$ cat config.mk
export PLATFORM = sky130hd
export DESIGN_NAME = irq_reg_bank
export DESIGN_NICKNAME = d
export VERILOG_FILES = /design/src/rtl/irq_bank_pkg.sv /design/src/rtl/irq_bus_decode.sv /design/src/rtl/irq_status_reg.sv /design/src/rtl/irq_enable_reg.sv /design/src/rtl/irq_combine.sv /design/src/rtl/irq_reg_bank.sv
export SDC_FILE = /design/constraint.sdc
export NUM_CORES = 1
export LEC_CHECK = 0
export BUFFER_PORTS_ARGS = -buffer_cell sky130_fd_sc_hd__buf_4
export CORE_UTILIZATION = 35
export CTS_BUF_LIST = sky130_fd_sc_hd__clkbuf_4 sky130_fd_sc_hd__clkbuf_8
export DETAILED_ROUTE_END_ITERATION = 8
export PLACE_DENSITY = 0.69
export SLEW_MARGIN = 20
export SYNTH_ARGS = -nofsm -noshare
export SYNTH_HDL_FRONTEND = slang
export SYNTH_SLANG_ARGS = --single-unit
$ cat constraint.sdc
create_clock -name clk -period 1.7 [get_ports clk]
set_input_delay 0.34 -clock clk [delete_from_list [all_inputs] [get_ports clk]]
set_output_delay 0.34 -clock clk [all_outputs]
set_load 0.01 [all_outputs]
$ cat src/rtl/irq_bank_pkg.sv
`timescale 1ns/1ps
// Package: shared register-map constants and mask helper for the interrupt bank.
// Assumes word addressing; offsets are small integers that fit any ADDR_W >= 2.
package irq_bank_pkg;

    localparam int OFS_STATUS = 0;
    localparam int OFS_ENABLE = 1;
    localparam int OFS_SWRST  = 2;

    // Selected register for a bus access.
    typedef enum logic [1:0] {
        SEL_STATUS = 2'd0,
        SEL_ENABLE = 2'd1,
        SEL_SWRST  = 2'd2,
        SEL_NONE   = 2'd3
    } reg_sel_e;

    // Mask with the low n bits set, n in 0..32.
    function automatic logic [31:0] low_mask(input int n);
        logic [31:0] m;
        m = '0;
        for (int k = 0; k < 32; k++) begin
            if (k < n) m[k] = 1'b1;
        end
        return m;
    endfunction

endpackage

$ cat src/rtl/irq_bus_decode.sv
`timescale 1ns/1ps
// Module: irq_bus_decode
// Turns the flat word bus into a register select and one-cycle write
// strobes. The software reset fires only on an exact key match.
// Assumes bus_addr is stable while bus_we is high at the edge.
module irq_bus_decode
    import irq_bank_pkg::*;
#(
    parameter int          ADDR_W    = 4,
    parameter int          DATA_W    = 32,
    parameter logic [31:0] SWRST_KEY = 32'h0000_00A5
) (
    input  logic              bus_we,
    input  logic [ADDR_W-1:0] bus_addr,
    input  logic [DATA_W-1:0] bus_wdata,
    output reg_sel_e          sel,
    output logic              wr_status,
    output logic              wr_enable,
    output logic              soft_rst
);

    localparam logic [DATA_W-1:0] KEY = DATA_W'(SWRST_KEY);

    // Address to register select.
    always_comb begin
        if (bus_addr == ADDR_W'(OFS_STATUS))      sel = SEL_STATUS;
        else if (bus_addr == ADDR_W'(OFS_ENABLE)) sel = SEL_ENABLE;
        else if (bus_addr == ADDR_W'(OFS_SWRST))  sel = SEL_SWRST;
        else                                      sel = SEL_NONE;
    end

    // Write strobes, qualified by the select.
    always_comb begin
        wr_status = bus_we && (sel == SEL_STATUS);
        wr_enable = bus_we && (sel == SEL_ENABLE);
        soft_rst  = bus_we && (sel == SEL_SWRST) && (bus_wdata == KEY);
    end

endmodule

$ cat src/rtl/irq_status_reg.sv
`timescale 1ns/1ps
// Module: irq_status_reg
// Per-bit interrupt status. A software write flips the selected bits and a
// hardware event sets its bit; the hardware set wins a same-cycle clash.
// Positions at or above NUM_IRQ are not built and read 0.
// Assumes soft_rst is a one-cycle strobe from the decoder.
module irq_status_reg #(
    parameter int          NUM_IRQ = 12,
    parameter int          W       = 12,
    parameter logic [31:0] RST_VAL = 32'h0000_0005
) (
    input  logic         clk,
    input  logic         rst_n,
    input  logic         soft_rst,
    input  logic         wr,
    input  logic [W-1:0] wdata,
    input  logic [W-1:0] src,
    output logic [W-1:0] status
);

    for (genvar i = 0; i < W; i++) begin : g_bit
        if (i < NUM_IRQ) begin : g_impl
            logic bit_q;
            // Reset to the IP default, else flip on write and set on event.
            always_ff @(posedge clk) begin
                if (!rst_n || soft_rst) bit_q <= RST_VAL[i];
                else                    bit_q <= (bit_q ^ (wr & wdata[i])) | src[i];
            end
            assign status[i] = bit_q;
        end else begin : g_absent
            assign status[i] = 1'b0;
        end
    end

endmodule

$ cat src/rtl/irq_enable_reg.sv
`timescale 1ns/1ps
// Module: irq_enable_reg
// Plain read/write enable bits, cleared by either reset.
// Positions at or above NUM_IRQ are not built and read 0.
module irq_enable_reg #(
    parameter int NUM_IRQ = 12,
    parameter int W       = 12
) (
    input  logic         clk,
    input  logic         rst_n,
    input  logic         soft_rst,
    input  logic         wr,
    input  logic [W-1:0] wdata,
    output logic [W-1:0] enable
);

    for (genvar i = 0; i < W; i++) begin : g_bit
        if (i < NUM_IRQ) begin : g_impl
            logic bit_q;
            // Clear on reset, load on write, otherwise hold.
            always_ff @(posedge clk) begin
                if (!rst_n || soft_rst) bit_q <= 1'b0;
                else if (wr)            bit_q <= wdata[i];
            end
            assign enable[i] = bit_q;
        end else begin : g_absent
            assign enable[i] = 1'b0;
        end
    end

endmodule

$ cat src/rtl/irq_combine.sv
`timescale 1ns/1ps
// Module: irq_combine
// Registers the OR of status AND enable into one interrupt line, so the
// line follows its cause by exactly one edge. Cleared by either reset.
module irq_combine #(
    parameter int W = 12
) (
    input  logic         clk,
    input  logic         rst_n,
    input  logic         soft_rst,
    input  logic [W-1:0] status,
    input  logic [W-1:0] enable,
    output logic         irq_q
);

    // One flop after the reduction keeps the output glitch free.
    always_ff @(posedge clk) begin
        if (!rst_n || soft_rst) irq_q <= 1'b0;
        else                    irq_q <= |(status & enable);
    end

endmodule

$ cat src/rtl/irq_reg_bank.sv
`timescale 1ns/1ps
// Module: irq_reg_bank (top)
// Interrupt status/enable bank with a flip-on-write status register, a
// software reset word and a registered aggregated interrupt output.
// Assumes NUM_IRQ <= DATA_W <= 32 and ADDR_W >= 2.
module irq_reg_bank
    import irq_bank_pkg::*;
#(
    parameter int          NUM_IRQ    = 12,
    parameter int          DATA_W     = 32,
    parameter int          ADDR_W     = 4,
    parameter logic [31:0] STATUS_RST = 32'h0000_0005,
    parameter logic [31:0] SWRST_KEY  = 32'h0000_00A5,
    localparam int         SRC_W      = (NUM_IRQ > 0) ? NUM_IRQ : 1
) (
    input  logic              clk,
    input  logic              rst_n,
    input  logic              bus_we,
    input  logic [ADDR_W-1:0] bus_addr,
    input  logic [DATA_W-1:0] bus_wdata,
    output logic [DATA_W-1:0] bus_rdata,
    input  logic [SRC_W-1:0]  irq_src,
    output logic              irq_out
);

    reg_sel_e         sel;
    logic             wr_status;
    logic             wr_enable;
    logic             soft_rst;
    logic [SRC_W-1:0] status_w;
    logic [SRC_W-1:0] enable_w;

    irq_bus_decode #(
        .ADDR_W   (ADDR_W),
        .DATA_W   (DATA_W),
        .SWRST_KEY(SWRST_KEY)
    ) u_decode (
        .bus_we   (bus_we),
        .bus_addr (bus_addr),
        .bus_wdata(bus_wdata),
        .sel      (sel),
        .wr_status(wr_status),
        .wr_enable(wr_enable),
        .soft_rst (soft_rst)
    );

    irq_status_reg #(
        .NUM_IRQ(NUM_IRQ),
        .W      (SRC_W),
        .RST_VAL(STATUS_RST)
    ) u_status (
        .clk     (clk),
        .rst_n   (rst_n),
        .soft_rst(soft_rst),
        .wr      (wr_status),
        .wdata   (bus_wdata[SRC_W-1:0]),
        .src     (irq_src),
        .status  (status_w)
    );

    irq_enable_reg #(
        .NUM_IRQ(NUM_IRQ),
        .W      (SRC_W)
    ) u_enable (
        .clk     (clk),
        .rst_n   (rst_n),
        .soft_rst(soft_rst),
        .wr      (wr_enable),
        .wdata   (bus_wdata[SRC_W-1:0]),
        .enable  (enable_w)
    );

    irq_combine #(
        .W(SRC_W)
    ) u_combine (
        .clk     (clk),
        .rst_n   (rst_n),
        .soft_rst(soft_rst),
        .status  (status_w),
        .enable  (enable_w),
        .irq_q   (irq_out)
    );

    // Combinational read mux; unmapped and write-only words read 0.
    always_comb begin
        case (sel)
            SEL_STATUS: bus_rdata = DATA_W'(status_w);
            SEL_ENABLE: bus_rdata = DATA_W'(enable_w);
            default:    bus_rdata = '0;
        endcase
    end

endmodule

# After elaboration in Yosys (flattened, before gate mapping)

Index checks and enable logic that the tools add are counted.

Bitwise gates (word level): 37
Eq/ne operators: 5
Muxes and demuxes: 4
Reductions and logical operators: 9

Operators with widths:

| cell                | number |
|---|---|
| $eq 32x8->1 const B | 1 |
| $pmux 12 s2         | 1 |
| $and 1x1->1         | 12 |
| $and 12x12->12      | 1 |
| $or 1x1->1          | 12 |
| $reduce_or 12->1    | 1 |
| $xor 1x1->1         | 12 |
| $eq 4x1->1 const B  | 1 |
| $eq 4x2->1 const B  | 1 |
| $logic_and 1x1->1   | 4 |
| $logic_not 4->1     | 1 |
| $mux 2              | 2 |
| $eq 2x1->1 const B  | 1 |
| $eq 2x2->1 const B  | 1 |
| $logic_not 2->1     | 1 |
| $logic_not 1->1     | 1 |
| $logic_or 1x1->1    | 1 |
| $mux 1              | 1 |

Logic and storage cells: 80
Output and inout bits: 33
Input bits: 51
Register bits: 25

# Logic depth before layout (Yosys ltp)

Depth after elaboration: 9
Mapped depth: 5
Depth with buffers taken out: 4

# Cells and area by module

Synthesis repeated with hierarchy kept, for this count alone.

Cell total of the unflattened synthesis: 189
Area total of the unflattened synthesis: 1,720.4 um^2

By module, submodules not included:

| module         | times used | seq. area each (um^2) | area an instance (um^2) | cells an instance |
|---|---|---|---|---|
| irq_status_reg | 1          | 240.2                 | 636.9                   | 64 |
| irq_enable_reg | 1          | 240.2                 | 518.0                   | 51 |
| irq_reg_bank   | 1          | 0.0                   | 334.1                   | 47 |
| irq_bus_decode | 1          | 0.0                   | 127.6                   | 18 |
| irq_combine    | 1          | 20.0                  | 103.8                   | 9 |

# Least setup slack after synthesis

Ideal clock, no wire load.

Path kind: input to output
Start point: in bus_addr[1]
End point: out bus_rdata[10]
Slack: -0.022 ns
Stages: 3
Buffers on the path: 1
Arrival time: 1.382 ns
Cells stage by stage: nor4b_2 clkbuf_1 a22o_1

Word-level cells in the longest chain between the ends: 6
Elaborated cells on any way between the ends: 9

Ends and longest elaborated chain:

| item                                                 | RTL line             | text |
|---|---|---|
| start, declared                                      | irq_reg_bank.sv:19   | `input logic [ADDR_W-1:0] bus_addr,` |
| $eq 4x2->1                                           | irq_bus_decode.sv:28 | `else if (bus_addr == ADDR_W'(OFS_SWRST)) sel = SEL_SWRST;` |
| $mux 1                                               | irq_bus_decode.sv:28 |  |
| $mux 2                                               | irq_bus_decode.sv:27 | `else if (bus_addr == ADDR_W'(OFS_ENABLE)) sel = SEL_ENABLE;` |
| $mux 2 *                                             | irq_bus_decode.sv:26 | `if (bus_addr == ADDR_W'(OFS_STATUS)) sel = SEL_STATUS;` |
| $eq 2x1->1 / $logic_not 2->1 (equally long branches) | irq_reg_bank.sv:86   | `case (sel)` |
| $pmux 12 s2 *                                        | irq_reg_bank.sv:86   |  |
| end, declared                                        | irq_reg_bank.sv:21   | `output logic [DATA_W-1:0] bus_rdata,` |

Mark *: on every way between the ends. The rest lies on a longest branch, timed or not.

# Worst setup path in the final report

Start point: in bus_addr[1]
End point: out bus_rdata[11]

Same word-level chain as after synthesis.

==> flow_metrics.env <==
export IMPL_cp_data_required_time_ns=1.36
export IMPL_fillerInstances=419
export IMPL_cts_max_level=1
export IMPL_dpl_cell_count=293
export IMPL_hold_class="in -> reg"
export IMPL_portBuffers=63
export IMPL_drc=0
export IMPL_fp_coreArea_mm2=0.00403
export IMPL_slew_viol_final=0
export IMPL_fp_dieW_um=66.9
export IMPL_hold_buffers=0
export IMPL_rows=23
export IMPL_viasPerCell=4.96
export IMPL_clkSlewWorstSetupHoldPaths_ns=0.09
export IMPL_overflow=0
export IMPL_track_usage_pct=17.5
export IMPL_tns_ns=0
export IMPL_ir_drop_uv=292
export IMPL_syn_area_mm2=0.00148
export IMPL_initial_core_util_pct=36.6
export IMPL_tritoncts="yes"
export IMPL_cp_arrival_ns=1.29
export IMPL_ant_nets=0
export IMPL_place_gp_congestion=0.775
export IMPL_yosysWarnings=0
export IMPL_critPathMaxFanout=25
export IMPL_die_y_um=66.9
export IMPL_clk_latency_ns=0.27
export IMPL_synth_cell_types=27
export IMPL_setup_violations_final=0
export IMPL_multiInputGateArea_um2=805
export IMPL_hold_viol_final=0
export IMPL_layout_nets=299
export IMPL_cts_root_buf="clkbuf_8"
export IMPL_drive_gt1_share_pct=34.8
export IMPL_place_area_mm2=0.00199
export IMPL_fin_cells=297
export IMPL_clkSinkCount=25
export IMPL_ys_seq_area_share_pct=33.9
export IMPL_synth_top_area_cell="dfxtp_1"
export IMPL_synth_seq_cells=25
export IMPL_cellLeakagePower_nw=0.904
export IMPL_antenna_found_initial=0
export IMPL_run_status="completed"
export IMPL_grt_pass1_wl_um=5840
export IMPL_initialDrtViolationCount=61
export IMPL_maxCapViolCount=0
export IMPL_dp_hpwl_um=3010
export IMPL_whs_ns=0.257
export IMPL_clockBufferDepth=2
export IMPL_cts_resized=0
export IMPL_synth_top_area_share_pct=33.9
export IMPL_fp_dieArea_mm2=0.00448
export IMPL_regArea_um2=500
export IMPL_firstDrtPassIters=4
export IMPL_avgSynthCellArea_um2=8.33
export IMPL_antenna_diode_count=0
export IMPL_netlist_instances=177
export IMPL_rsz0062_at_grt="no"
export IMPL_worst_setup_path_start_kind="primary input"
export IMPL_via_count=1474
export IMPL_netlist_top_cells_area="dfxtp_1 34%, buf_4 10%, nand3_1 8.5%"
export IMPL_ios=84
export IMPL_finalCriticalPeriod_ns=1.63
export IMPL_grt_start_max_net_pins=26
export IMPL_p_per_area_mw_per_mm2=607
export IMPL_power_mw=1.23
export IMPL_grt_pass1_vias=1319
export IMPL_period_share_pct=96.0
export IMPL_wl_per_cell_um=13.0
export IMPL_areaGrowthSynthToFinish_pct=37.9
export IMPL_reg2reg_slack_ns=0.49
export IMPL_stdcell_area_mm2=0.00203
export IMPL_finalWirelength_um=3860
export IMPL_crit_type="in -> out"
export IMPL_post_cts_buffers=0
export IMPL_crit_path_end_kind="primary output"
export IMPL_max_clock_freq_mhz=613
export IMPL_cts_buffers=3
export IMPL_clock_skew_ns=0.00345
power breakdown:
group / leakage [nW] / internal (mW) / switching, mW
sequential: 0.205 / 0.608 / 0.0201
combinational: 0.674 / 0.133 / 0.114
clock: 0.0255 / 0.164 / 0.195
per-layer routing:
layer / routed length, um / track usage, % / vias up
li1: - / - / 728
met1: 1640 / 21.1 / 674
met2: 1890 / 31.6 / 70
met3: 309 / 3.08 / 2
met4: 21 / 4.52 / 0
met5: 0 / 0 / -
cell usage in the layout (no fill, tap or decap), types with 4 or more instances in the layout:
| cell type | netlist | layout |
|---|---|---|
| a22o_1 | 13 | 13 |
| inv_1 | 10 | 10 |
| dfxtp_1 | 25 | 25 |
| nand2_1 | 14 | 14 |
| a21oi_1 | 22 | 22 |
| buf_4 | 20 | 75 |
| nand3_1 | 25 | 25 |
| conb_1 | 1 | 20 |
| a22oi_1 | 4 | 4 |
| xor2_1 | 10 | 10 |
cell families after synthesis:
kind of cell    after synthesis  share of synthesized area (%)
xor+xnor                     12                           7.12
compound gates               42                           20.1
buf+inv                      39                           17.4
flops                        25                           33.9
simple gates                 58                           21.2
other cells                   1                          0.254
cell type report:
cell class	count	share of cell area, %
clock buffer	3	2.03
clock inverter	1	0.246
inverter	10	1.85
multi-input combinational	132	39.5
sequential	25	24.6
tap	50	3.08
timing repair buffer	76	28.7
synthesized netlist by cell type:
master,instances
conb_1,1
inv_1,10
xor2_1,10
a22o_1,13
o41ai_4,1
nor3_1,2
clkbuf_4,1
buf_6,3
a22oi_1,4
nor2_1,3
a21oi_1,22
dlymetal6s2s_1,1
and2b_1,1
buf_4,20
nor4_1,4
dfxtp_1,25
nand4_1,2
a221oi_1,1
xnor2_1,2
nand3_1,25
nor4b_1,2
and3_1,1
clkbuf_1,4
nand2_1,14
a31oi_1,1
or3_2,2
nor4b_2,2
worst paths after layout:
path / cells after the start / end / startpoint
min reg2reg: 2 / u_enable.g_bit[4].g_impl.bit_q / u_enable.g_bit[4].g_impl.bit_q
max reg2reg: 4 / u_combine.irq_q / u_status.g_bit[8].g_impl.bit_q
min: 2 / u_status.g_bit[2].g_impl.bit_q / irq_src[2]
max: 5 / bus_rdata[11] / bus_addr[1]
sequential cells by signal, summed over array words and instances (netlist names):
register	flops
u_status.g_bit.g_impl.bit_q	12
u_enable.g_bit.g_impl.bit_q	12
u_combine.irq_q	1
worst max-delay path: stages:
cell and delay, ns:
buf_4 0.13, nor4b_4 0.32, buf_12 0.21, a22o_1 0.16
buf_4 0.12
per-stage QoR:
stage	utilization (%)	setup WS (ns)
floorplan	-	0.0998
global placement	49.3	0.000514
detailed placement	49.3	-0.0454
CTS	50.5	0.0614
global route	50.5	0.0118
finish	50.5	0.0686
No activity file was read; power rests on OpenSTA's default activity.
